### src/rtl/dma_pkg.sv
package dma_pkg;

    localparam int ADDR_W     = 32;
    localparam int DATA_W     = 32;
    localparam int DEV_W      = 8;
    localparam int CNT_W      = 16;
    localparam int SEL_W      = 3;
    localparam int WORD_BYTES = DATA_W / 8;

    localparam int STAT_BUSY = 0;
    localparam int STAT_DONE = 1;
    localparam int STAT_ERR  = 2;

    typedef enum logic [SEL_W-1:0] {
        SEL_DEV   = 3'd0,
        SEL_MADDR = 3'd1,
        SEL_COUNT = 3'd2,
        SEL_DIR   = 3'd3,
        SEL_GO    = 3'd4,
        SEL_STAT  = 3'd5
    } reg_sel_e;

    typedef enum logic [1:0] {
        ST_IDLE  = 2'd0,
        ST_BURST = 2'd1,
        ST_GAP   = 2'd2
    } eng_state_e;

    typedef struct packed {
        logic [DEV_W-1:0]  dev;
        logic [ADDR_W-1:0] maddr;
        logic [CNT_W-1:0]  count;
        logic              to_dev;
    } xfer_cfg_t;

    function automatic logic count_ok(input logic [CNT_W-1:0] c);
        return (c != '0) && (c[1:0] == 2'b00);
    endfunction

endpackage

### src/rtl/dma_cfg_regs.sv
module dma_cfg_regs
    import dma_pkg::*;
(
    input  logic              clk,
    input  logic              rst,
    input  logic              we,
    input  logic [SEL_W-1:0]  sel,
    input  logic [DATA_W-1:0] wdata,
    input  logic              busy,
    input  logic              fin,
    output xfer_cfg_t         cfg,
    output logic              start,
    output logic              done,
    output logic              err,
    output logic [DATA_W-1:0] rdata
);

    logic go_wr;
    logic bad_go;
    logic stat_wr;

    always_comb begin
        go_wr   = we && (reg_sel_e'(sel) == SEL_GO) && wdata[0] && !busy;
        start   = go_wr && count_ok(cfg.count);
        bad_go  = go_wr && !count_ok(cfg.count);
        stat_wr = we && (reg_sel_e'(sel) == SEL_STAT);
    end

    always_ff @(posedge clk) begin
        if (rst) begin
            cfg  <= '0;
            done <= 1'b0;
            err  <= 1'b0;
        end else begin
            if (we && !busy) begin
                case (reg_sel_e'(sel))
                    SEL_DEV:   cfg.dev    <= wdata[DEV_W-1:0];
                    SEL_MADDR: cfg.maddr  <= wdata[ADDR_W-1:0];
                    SEL_COUNT: cfg.count  <= wdata[CNT_W-1:0];
                    SEL_DIR:   cfg.to_dev <= wdata[0];
                    default: ;
                endcase
            end
            if (fin)
                done <= 1'b1;
            else if (stat_wr && wdata[STAT_DONE])
                done <= 1'b0;
            if (bad_go)
                err <= 1'b1;
            else if (stat_wr && wdata[STAT_ERR])
                err <= 1'b0;
        end
    end

    always_comb begin
        rdata = '0;
        case (reg_sel_e'(sel))
            SEL_DEV:   rdata[DEV_W-1:0]  = cfg.dev;
            SEL_MADDR: rdata[ADDR_W-1:0] = cfg.maddr;
            SEL_COUNT: rdata[CNT_W-1:0]  = cfg.count;
            SEL_DIR:   rdata[0]          = cfg.to_dev;
            SEL_STAT: begin
                rdata[STAT_BUSY] = busy;
                rdata[STAT_DONE] = done;
                rdata[STAT_ERR]  = err;
            end
            default: rdata = '0;
        endcase
    end

    assert_cfg_frozen_R10: assert property (@(posedge clk) disable iff (rst)
        busy |=> $stable(cfg))
        else $error("configuration changed during a transfer");

    assert_irq_hold_R9: assert property (@(posedge clk) disable iff (rst)
        done && !(stat_wr && wdata[STAT_DONE]) |=> done)
        else $error("done cleared without acknowledge");

endmodule

### src/rtl/dma_engine.sv
module dma_engine
    import dma_pkg::*;
#(
    parameter int BURST_LEN = 16
) (
    input  logic              clk,
    input  logic              rst,
    input  xfer_cfg_t         cfg,
    input  logic              start,
    input  logic              bus_gnt,
    input  logic              mem_ready,
    input  logic [DATA_W-1:0] mem_rdata,
    input  logic              dev_rx_valid,
    input  logic [DATA_W-1:0] dev_rx_data,
    input  logic              dev_tx_ready,
    output logic              busy,
    output logic              fin,
    output logic              bus_req,
    output logic              mem_valid,
    output logic              mem_we,
    output logic [ADDR_W-1:0] mem_addr,
    output logic [DATA_W-1:0] mem_wdata,
    output logic              dev_rx_ready,
    output logic              dev_tx_valid,
    output logic [DATA_W-1:0] dev_tx_data
);

    localparam int BEAT_W = $clog2(BURST_LEN + 1);

    eng_state_e        state;
    logic [ADDR_W-1:0] cur_addr;
    logic [CNT_W-1:0]  left;
    logic [BEAT_W-1:0] beat;
    logic              to_dev;

    logic in_burst;
    logic word_ok;
    logic last_word;
    logic burst_end;

    always_comb begin
        in_burst = (state == ST_BURST) && bus_gnt;
        if (to_dev) begin
            mem_valid    = in_burst && dev_tx_ready;
            dev_tx_valid = in_burst && mem_ready;
            dev_rx_ready = 1'b0;
        end else begin
            mem_valid    = in_burst && dev_rx_valid;
            dev_rx_ready = in_burst && mem_ready;
            dev_tx_valid = 1'b0;
        end
        word_ok   = mem_valid && mem_ready;
        last_word = (left == CNT_W'(WORD_BYTES));
        burst_end = (beat == BEAT_W'(BURST_LEN - 1));
    end

    assign bus_req     = (state == ST_BURST);
    assign busy        = (state != ST_IDLE);
    assign fin         = word_ok && last_word;
    assign mem_we      = !to_dev;
    assign mem_addr    = cur_addr;
    assign mem_wdata   = dev_rx_data;
    assign dev_tx_data = mem_rdata;

    always_ff @(posedge clk) begin
        if (rst) begin
            state    <= ST_IDLE;
            cur_addr <= '0;
            left     <= '0;
            beat     <= '0;
            to_dev   <= 1'b0;
        end else begin
            case (state)
                ST_IDLE: begin
                    if (start) begin
                        state    <= ST_BURST;
                        cur_addr <= cfg.maddr;
                        left     <= cfg.count;
                        to_dev   <= cfg.to_dev;
                        beat     <= '0;
                    end
                end
                ST_BURST: begin
                    if (word_ok) begin
                        cur_addr <= cur_addr + ADDR_W'(WORD_BYTES);
                        left     <= left - CNT_W'(WORD_BYTES);
                        beat     <= beat + 1'b1;
                        if (last_word) begin
                            state <= ST_IDLE;
                        end else if (burst_end) begin
                            state <= ST_GAP;
                            beat  <= '0;
                        end
                    end
                end
                ST_GAP:  state <= ST_BURST;
                default: state <= ST_IDLE;
            endcase
        end
    end

    assert_bus_owned_R3: assert property (@(posedge clk) disable iff (rst)
        mem_valid |-> (bus_req && bus_gnt))
        else $error("memory access without bus ownership");

    assert_stall_hold_R8: assert property (@(posedge clk) disable iff (rst)
        busy && !word_ok |=> $stable(mem_addr))
        else $error("address moved during a stall");

endmodule

### src/rtl/dma_xfer_ctrl.sv
module dma_xfer_ctrl
    import dma_pkg::*;
#(
    parameter int BURST_LEN = 16
) (
    input  logic              clk,
    input  logic              rst,
    input  logic              cfg_we,
    input  logic [SEL_W-1:0]  cfg_sel,
    input  logic [DATA_W-1:0] cfg_wdata,
    output logic [DATA_W-1:0] cfg_rdata,
    output logic              busy,
    output logic              irq,
    output logic              bus_req,
    input  logic              bus_gnt,
    output logic              mem_valid,
    input  logic              mem_ready,
    output logic              mem_we,
    output logic [ADDR_W-1:0] mem_addr,
    output logic [DATA_W-1:0] mem_wdata,
    input  logic [DATA_W-1:0] mem_rdata,
    output logic [DEV_W-1:0]  dev_addr,
    input  logic              dev_rx_valid,
    output logic              dev_rx_ready,
    input  logic [DATA_W-1:0] dev_rx_data,
    output logic              dev_tx_valid,
    input  logic              dev_tx_ready,
    output logic [DATA_W-1:0] dev_tx_data
);

    localparam int SEEN_W = $clog2(BURST_LEN + 2);

    xfer_cfg_t cfg;
    logic      start;
    logic      fin;
    logic      done;
    logic      err;

    dma_cfg_regs i_regs (
        .clk   (clk),
        .rst   (rst),
        .we    (cfg_we),
        .sel   (cfg_sel),
        .wdata (cfg_wdata),
        .busy  (busy),
        .fin   (fin),
        .cfg   (cfg),
        .start (start),
        .done  (done),
        .err   (err),
        .rdata (cfg_rdata)
    );

    dma_engine #(.BURST_LEN(BURST_LEN)) i_engine (
        .clk          (clk),
        .rst          (rst),
        .cfg          (cfg),
        .start        (start),
        .bus_gnt      (bus_gnt),
        .mem_ready    (mem_ready),
        .mem_rdata    (mem_rdata),
        .dev_rx_valid (dev_rx_valid),
        .dev_rx_data  (dev_rx_data),
        .dev_tx_ready (dev_tx_ready),
        .busy         (busy),
        .fin          (fin),
        .bus_req      (bus_req),
        .mem_valid    (mem_valid),
        .mem_we       (mem_we),
        .mem_addr     (mem_addr),
        .mem_wdata    (mem_wdata),
        .dev_rx_ready (dev_rx_ready),
        .dev_tx_valid (dev_tx_valid),
        .dev_tx_data  (dev_tx_data)
    );

    assign irq      = done;
    assign dev_addr = cfg.dev;

    // Port-level checkers: words per request window and bytes per transfer.
    logic              word_moved;
    logic              bad_go;
    logic [SEEN_W-1:0] seen;
    logic [CNT_W-1:0]  moved;
    logic [CNT_W-1:0]  target;

    assign word_moved = mem_valid && mem_ready;
    assign bad_go = cfg_we && (reg_sel_e'(cfg_sel) == SEL_GO) && cfg_wdata[0]
                    && !busy && !count_ok(cfg.count);

    always_ff @(posedge clk) begin
        if (rst) begin
            seen   <= '0;
            moved  <= '0;
            target <= '0;
        end else begin
            if (!bus_req)
                seen <= '0;
            else if (word_moved)
                seen <= seen + 1'b1;
            if (start) begin
                moved  <= '0;
                target <= cfg.count;
            end else if (word_moved) begin
                moved <= moved + CNT_W'(WORD_BYTES);
            end
        end
    end

    assert_burst_cap_R7: assert property (@(posedge clk) disable iff (rst)
        int'(seen) <= BURST_LEN)
        else $error("too many words under one request");

    assert_length_R6: assert property (@(posedge clk) disable iff (rst)
        $fell(busy) |-> (moved == target))
        else $error("transfer ended with wrong byte total");

    assert_bad_go_R2: assert property (@(posedge clk) disable iff (rst)
        bad_go |=> !busy)
        else $error("illegal count started a transfer");

endmodule

### config.mk
export PLATFORM = sky130hd
export DESIGN_NAME = dma_xfer_ctrl
export DESIGN_NICKNAME = d
export VERILOG_FILES = /design/src/rtl/dma_pkg.sv /design/src/rtl/dma_cfg_regs.sv /design/src/rtl/dma_engine.sv /design/src/rtl/dma_xfer_ctrl.sv
export SDC_FILE = /design/constraint.sdc
export NUM_CORES = 1
export LEC_CHECK = 0
export BUFFER_PORTS_ARGS = -buffer_cell sky130_fd_sc_hd__buf_2
export CAP_MARGIN = 20
export CELL_PAD_IN_SITES_DETAIL_PLACEMENT = 1
export CELL_PAD_IN_SITES_GLOBAL_PLACEMENT = 1
export CORE_MARGIN = 2
export CORE_UTILIZATION = 38
export CTS_BUF_LIST = sky130_fd_sc_hd__clkbuf_4 sky130_fd_sc_hd__clkbuf_8
export CTS_CLUSTER_DIAMETER = 120
export DETAILED_ROUTE_END_ITERATION = 8
export PLACE_DENSITY_LB_ADDON = 0.25
export SLEW_MARGIN = 20
export SYNTH_ARGS = -nofsm -noshare
export SYNTH_HDL_FRONTEND = slang
export SYNTH_SLANG_ARGS = --single-unit
### constraint.sdc
create_clock -name clk -period 4.83 [get_ports clk]
set_input_delay 0.7245 -clock clk [delete_from_list [all_inputs] [get_ports clk]]
set_output_delay 0.7245 -clock clk [all_outputs]
set_load 0.1 [all_outputs]
# After elaboration in Yosys (flattened, before gate mapping)

Index checks and enable logic that the tools add are counted.

Register bits: 115
Input bits: 106
Output and inout port bits: 143
Word-level logic and storage cells: 88

Add/sub/neg operators: 3
Equal/unequal tests: 12
Muxes and demuxes: 28
Reductions and logical operators: 34

Operators with widths:

| operator                                                             | number |
|---|---|
| 32-bit 2-to-1 mux                                                    | 2 |
| 32-bit case mux with 2 select lines                                  | 1 |
| 16-bit 2-to-1 mux                                                    | 3 |
| 32-bit by 3-bit adder with 32-bit output, second input constant      | 1 |
| 16-bit case mux with 2 select lines                                  | 1 |
| 5-bit 2-to-1 mux                                                     | 4 |
| 16-bit by 3-bit == test with 1-bit output, second input constant     | 1 |
| 1-bit logical AND                                                    | 16 |
| 8-bit case mux with 2 select lines                                   | 1 |
| 16-bit nonzero test                                                  | 1 |
| 16-bit by 3-bit subtractor with 16-bit output, second input constant | 1 |
| 5-bit case mux with 3 select lines                                   | 1 |
| 5-bit case mux with 2 select lines                                   | 1 |
| 2-bit AND reduction                                                  | 5 |
| 2-bit 2-to-1 mux                                                     | 4 |
| 2-bit case mux with 4 select lines                                   | 1 |
| 2-bit nonzero test                                                   | 4 |
| 1-bit 2-to-1 mux                                                     | 7 |
| 3-bit by 2-bit == test with 1-bit output, second input constant      | 2 |
| 3-bit == test, second input constant                                 | 2 |
| 2-bit case mux with 3 select lines                                   | 1 |
| 3-bit AND reduction                                                  | 2 |
| 5-bit by 1-bit adder with 5-bit output, second input constant        | 1 |
| 5-bit by 4-bit == test with 1-bit output, second input constant      | 1 |
| 9 further kinds                                                      | 13 |

# Depth between registers and ports, before layout

Word-level depth: 7
Depth in mapped cells: 8

# By module

From an unflattened synthesis, not the netlist that was laid out.

Cells, all modules: 854
Area, all modules: 6683.9 sq um

By module, submodules not included:

| module       | times used | cells an instance | area an instance (sq um) | seq. area each (sq um) |
|---|---|---|---|---|
| dma_engine   | 1          | 499               | 3888.7                   | 1121.1 |
| dma_cfg_regs | 1          | 355               | 2795.2                   | 1181.1 |

# Least setup slack after synthesis

Ideal clock, no wire load.

Path type: in2out
Start: in cfg_sel[1]
End: out cfg_rdata[0]
Arrival time: 3.498 ns
Required time: 4.106 ns
Slack: 0.607 ns
Stages: 4
Path through: buf_1 mux4_2 inv_1 o21ai_0

Word-level cells in the longest chain between the ends: 2
Elaborated cells on any way between the ends: 6
Classes of those cells: 4 x eq/ne; 1 x mux; 1 x reduce/logical

RTL lines:

| item                                        | RTL line            | text |
|---|---|---|
| start: declaration                          | dma_xfer_ctrl.sv:9  | `input logic [SEL_W-1:0] cfg_sel,` |
| 3-bit == test, or another cell as far along | dma_cfg_regs.sv:57  | `case (reg_sel_e'(sel))` |
| 1-bit case mux with 5 select lines *        | dma_cfg_regs.sv:57  |  |
| end: declaration                            | dma_xfer_ctrl.sv:11 | `output logic [DATA_W-1:0] cfg_rdata,` |

Mark *: on every way between the ends. The rest lies on a longest branch, timed or not.

# Final worst setup path

Start: reg, netlist name i_regs.cfg[3]
End: reg i_engine.cur_addr[26] (netlist: i_engine.mem_addr[26])

Word-level cells in the longest chain between the ends: 5

RTL lines:

| item                                               | RTL line           | text |
|---|---|---|
| 16-bit nonzero test                                | dma_pkg.sv:37      | `return (c != '0) && (c[1:0] == 2'b00);` |
| 1-bit logical AND                                  | dma_pkg.sv:37      |  |
| 1-bit logical AND                                  | dma_cfg_regs.sv:24 | `start = go_wr && count_ok(cfg.count);` |
| 2-bit by 1-bit != test with 1-bit output (no line) | --                 |  |
| 3-bit AND reduction (no line)                      | --                 |  |
| end signal: assignment                             | dma_engine.sv:77   | `cur_addr <= cfg.maddr;` |
| end signal: assignment                             | dma_engine.sv:85   | `cur_addr <= cur_addr + ADDR_W'(WORD_BYTES);` |
| end: declaration                                   | dma_engine.sv:31   | `logic [ADDR_W-1:0] cur_addr;` |

No other way between the ends.
A chain may end at the register's enable or synchronous reset.

==> impl_results.md <==
- Total negative setup slack: 0 ns
- Number of vias in the routed layout: between 6000 and 7000
- CP startpoint kind: flip-flop
- Clk pin slew, worst setup/hold paths: around 0.070 ns
- Area growth syn-to-layout: 9.898%
- Post-detailed-routing wire length: 21000 um
- Sequential share of the synthesized area: 35.36%
- Simple-gate share of the synthesized area: 27.27%
- Sequential power share: 45.8%
- CP Class: reg2reg
- Ys Warns: 0
- Site Rows: 47
- Critical Path Fanout Max: 37
- Number of H-tree levels: 4
- Top cells by count, synth: nand2_1 (160), a21oi_1 (121), dfxtp_1 (115), buf_4 (72), nor2_1 (64)
- Area fraction in compound gates after synthesis: a little over a fifth
- Proportion of synthesized area in mux cells: 1.730%
- Clk sink count: 115
- Post-synthesis average cell area: roughly 7.3 sq um
- Ordered list of cells on the worst path: nor4_1 -> nand4_1 -> a21oi_4 -> buf_4 -> a21oi_1 -> o32ai_1
- Combinational cell fraction of total power: 7.5%
- Min cycle time layout: 3.015 ns
- Insertion delay to the later sink of the worst-skew pair: about 0.45 ns
- Wire length of the first global-routing pass: 33710 um
- Floorplan Core Area: between 15000 and 20000 sq um
- Final number of max-transition violations: 0
- Antenna-violating nets left: 0
- Main combinational cell family by area after synthesis: simple AND/OR/NAND/NOR gates
- Remaining global-route overflow: 0
- Pin count of the biggest net entering global routing: 99
- Share of the synthesized netlist area taken by xor and xnor gates: 0.1345%
- Synth top area cells: dfxtp_1 (35%), a21oi_1 (9.3%), nand2_1 (9.2%)
- Clock Tree Buf Depth: 2
- Resized cells post-CTS: 0
- Internal Pwr Total: between 1.5 and 2 mW
- Number of nets produced by synthesis: 1004
- Max IR drop VDD: 0.1669 mV
- Most used flip-flop cell after synthesis: dfxtp_1
- Final setup violating endpoints: 0
- CTS tree: built
- Headroom to the max-slew limit: between 20% and 30%
- Routed length per placed instance: 18.37 um
- Cell leakage power: 2.768 nW
- Cell taking the most area after synthesis: dfxtp_1
- Number of distinct library cells after synthesis: 52
- EDFF count, synth: 0
- Number of buffers inserted by post-CTS setup repair: 0
- Endpoint class of the critical path: flip-flop
- Crit path arrival time: around 3.4 ns
- Overall routing resource usage: 23.23%
- Fmax achieved: approximately 330 MHz
- Die footprint: 18190 sq um
- Clock network fraction of total power: 46.7%
- Fraction of the mapped netlist area in adder cells: less than 1%
- Hold Violations, Final: 0
- Horiz. Die Dim: 134.9 um
- Max capacitance violation total: 0
- Unrepaired setup endpoints after global routing: false
- Fin Clk Skew: 0.009356 ns
- Post-synth ARST share: 0%
- Via/cell ratio: 5.569
- Port Buf Inserts: 120
- Largest stage delay on the critical path: slightly above 0.9 ns
- RD Place Congestion: 0.7843
- Initial antenna violation count: 0
- Standard cell with the maximum stage delay on the critical path: a21oi_4
- Starting density of the core: approximately 40%
- Switching part of the total power: 25.43%
- Number of hold-repair buffers added at the cts stage: 0
- Area of the mapped netlist: 6510 sq um
- Half-perimeter wire length after detailed placement: 14660 um
- Synth Register Bits: between 100 and 150
- Drt first pass iters: 4
- Via count of the first global-routing pass: 6291
- DRC violations left: 0
- Number of I/O pins: 249
- Num CTS Buffers: 17
- Type of the most critical hold path: reg2reg
- Switching power total: 0.5395 mW
- Util after Layout: ~43%
- Transition time at the pin with the least slew margin: roughly 1.1 ns
- Initial DRC Count: 393
- Die span in y: 134.9 um
- Count of antenna diodes in the layout: 0
- Critical path required time: slightly above 5 ns
- Post-synthesis cell count: 894
- Power Density: 296.5 nW/um^2
- Fraction of final layout cells sized beyond drive strength 1: 19.28%
- Share of the cycle needed by the critical path after routing: a little over three fifths
- Outcome: complete, no violations
- Fin nets: approximately 1000
- Dominant cell by count in the synthesized netlist: nand2_1
- Clk Tree Root Cell: clkbuf_8
- Area share of the largest cell type after synthesis: between 30 and 40%
[flip-flops by register name, summed over array words and instances, names as in the netlist]
| name | cells |
|---|---|
| i_engine.to_dev | 1 |
| i_engine.state | 2 |
| i_engine.mem_addr | 32 |
| i_regs.cfg | 57 |
| i_regs.err | 1 |
| i_engine.beat | 5 |
| i_regs.done | 1 |
| i_engine.left | 16 |
[critical path: cells and delay by family, from the launching register on]
kind,cells,cell delay [ns]
AOI/OAI and AO/OA,3,1.23
and+or+nand+nor,2,0.93
buffers and inverters,1,0.38
DFF,1,0.35
[stage by stage]
step	worst slack [ns]	cells	hold WS, ns	cell area [sq um]	power (mW)
floorplan	0.6075	894	0.4401	6510	1.346
global placement	1.780	1111	0.4400	6719	1.150
detailed placement	1.684	1111	0.4436	6719	1.153
CTS	1.793	1143	0.4545	7154	2.143
global route	1.591	1143	0.4863	7154	2.195
finish	1.815	1143	0.4544	7154	2.122
[area by class of cell]
cell class / instances / area (sq um)
Fill cell: 2175 / 9488
Multi-Input combinational cell: 631 / 3396
Sequential cell: 115 / 2302
Timing Repair Buffer: 133 / 700.7
Clock buffer: 23 / 310.3
Tap cell: 220 / 275.3
Clock inverter: 9 / 125.1
Inverter: 12 / 45.04
[cell usage in the layout, fill, tap and decap left out, drive strengths merged, types with 3 or more instances in the layout]
cell,count
a211oi,8
a21o,9
a21oi,122
a221oi,4
a22o,4
a22oi,11
a311oi,3
a31oi,11
a32o,4
a41oi,3
and2,25
and3,13
and4,4
buf,133
bufinv,3
clkbuf,23
clkinv,4
dfxtp,115
ha,4
inv,12
mux2i,9
nand2,160
nand3,47
nand4,18
nor2,64
nor2b,3
nor3,10
nor3b,4
nor4,10
o21ai,42
o31a,3
o32ai,5
or2,5
or3,5
[logic make-up (layout without fill, tap and decap cells)]
family	Yosys count	in the layout
adder cells (fa/ha/maj)	4	4
buffers and inverters	148	177
XOR/XNOR	1	1
multiplexers	10	10
flip-flops	115	115
AND/OR/NAND/NOR	377	377
AO/OA/AOI/OAI	239	239
[routing by layer]
metal / track usage, % / share of wire (%) / wire length (um) / vias up
met5: 0 / 0 / 0 / -
met3: 4.655 / 5.5 / 1156 / 39
li1: - / - / - / 3098
met4: 9.240 / 2.1 / 437 / 0
met2: 39.57 / 48 / 10080 / 162
met1: 28.75 / 44 / 9323 / 3066
[path summary, 6_finish.rpt]
path	from	to	slack (ns)	cells past startpoint
worst max-delay path	i_regs.cfg[3]	i_engine.mem_addr[26]	1.81	6
worst min-delay path	i_engine.mem_addr[1]	i_engine.mem_addr[1]	0.45	2
worst max register to register	i_regs.cfg[3]	i_engine.mem_addr[26]	1.81	6
worst min register to register	i_engine.mem_addr[1]	i_engine.mem_addr[1]	0.45	2
[power by group through the flow]
stage,clock network [mW],logic (mW),registers [mW]
final,0.991,0.159,0.972
after global routing,1.05,0.173,0.973
after CTS,1.01,0.160,0.972
after detailed placement,0,0.159,0.994
after global placement,0,0.156,0.994
after floorplan,0,0.355,0.992
Note: power is estimated with default switching activity, not from simulation.
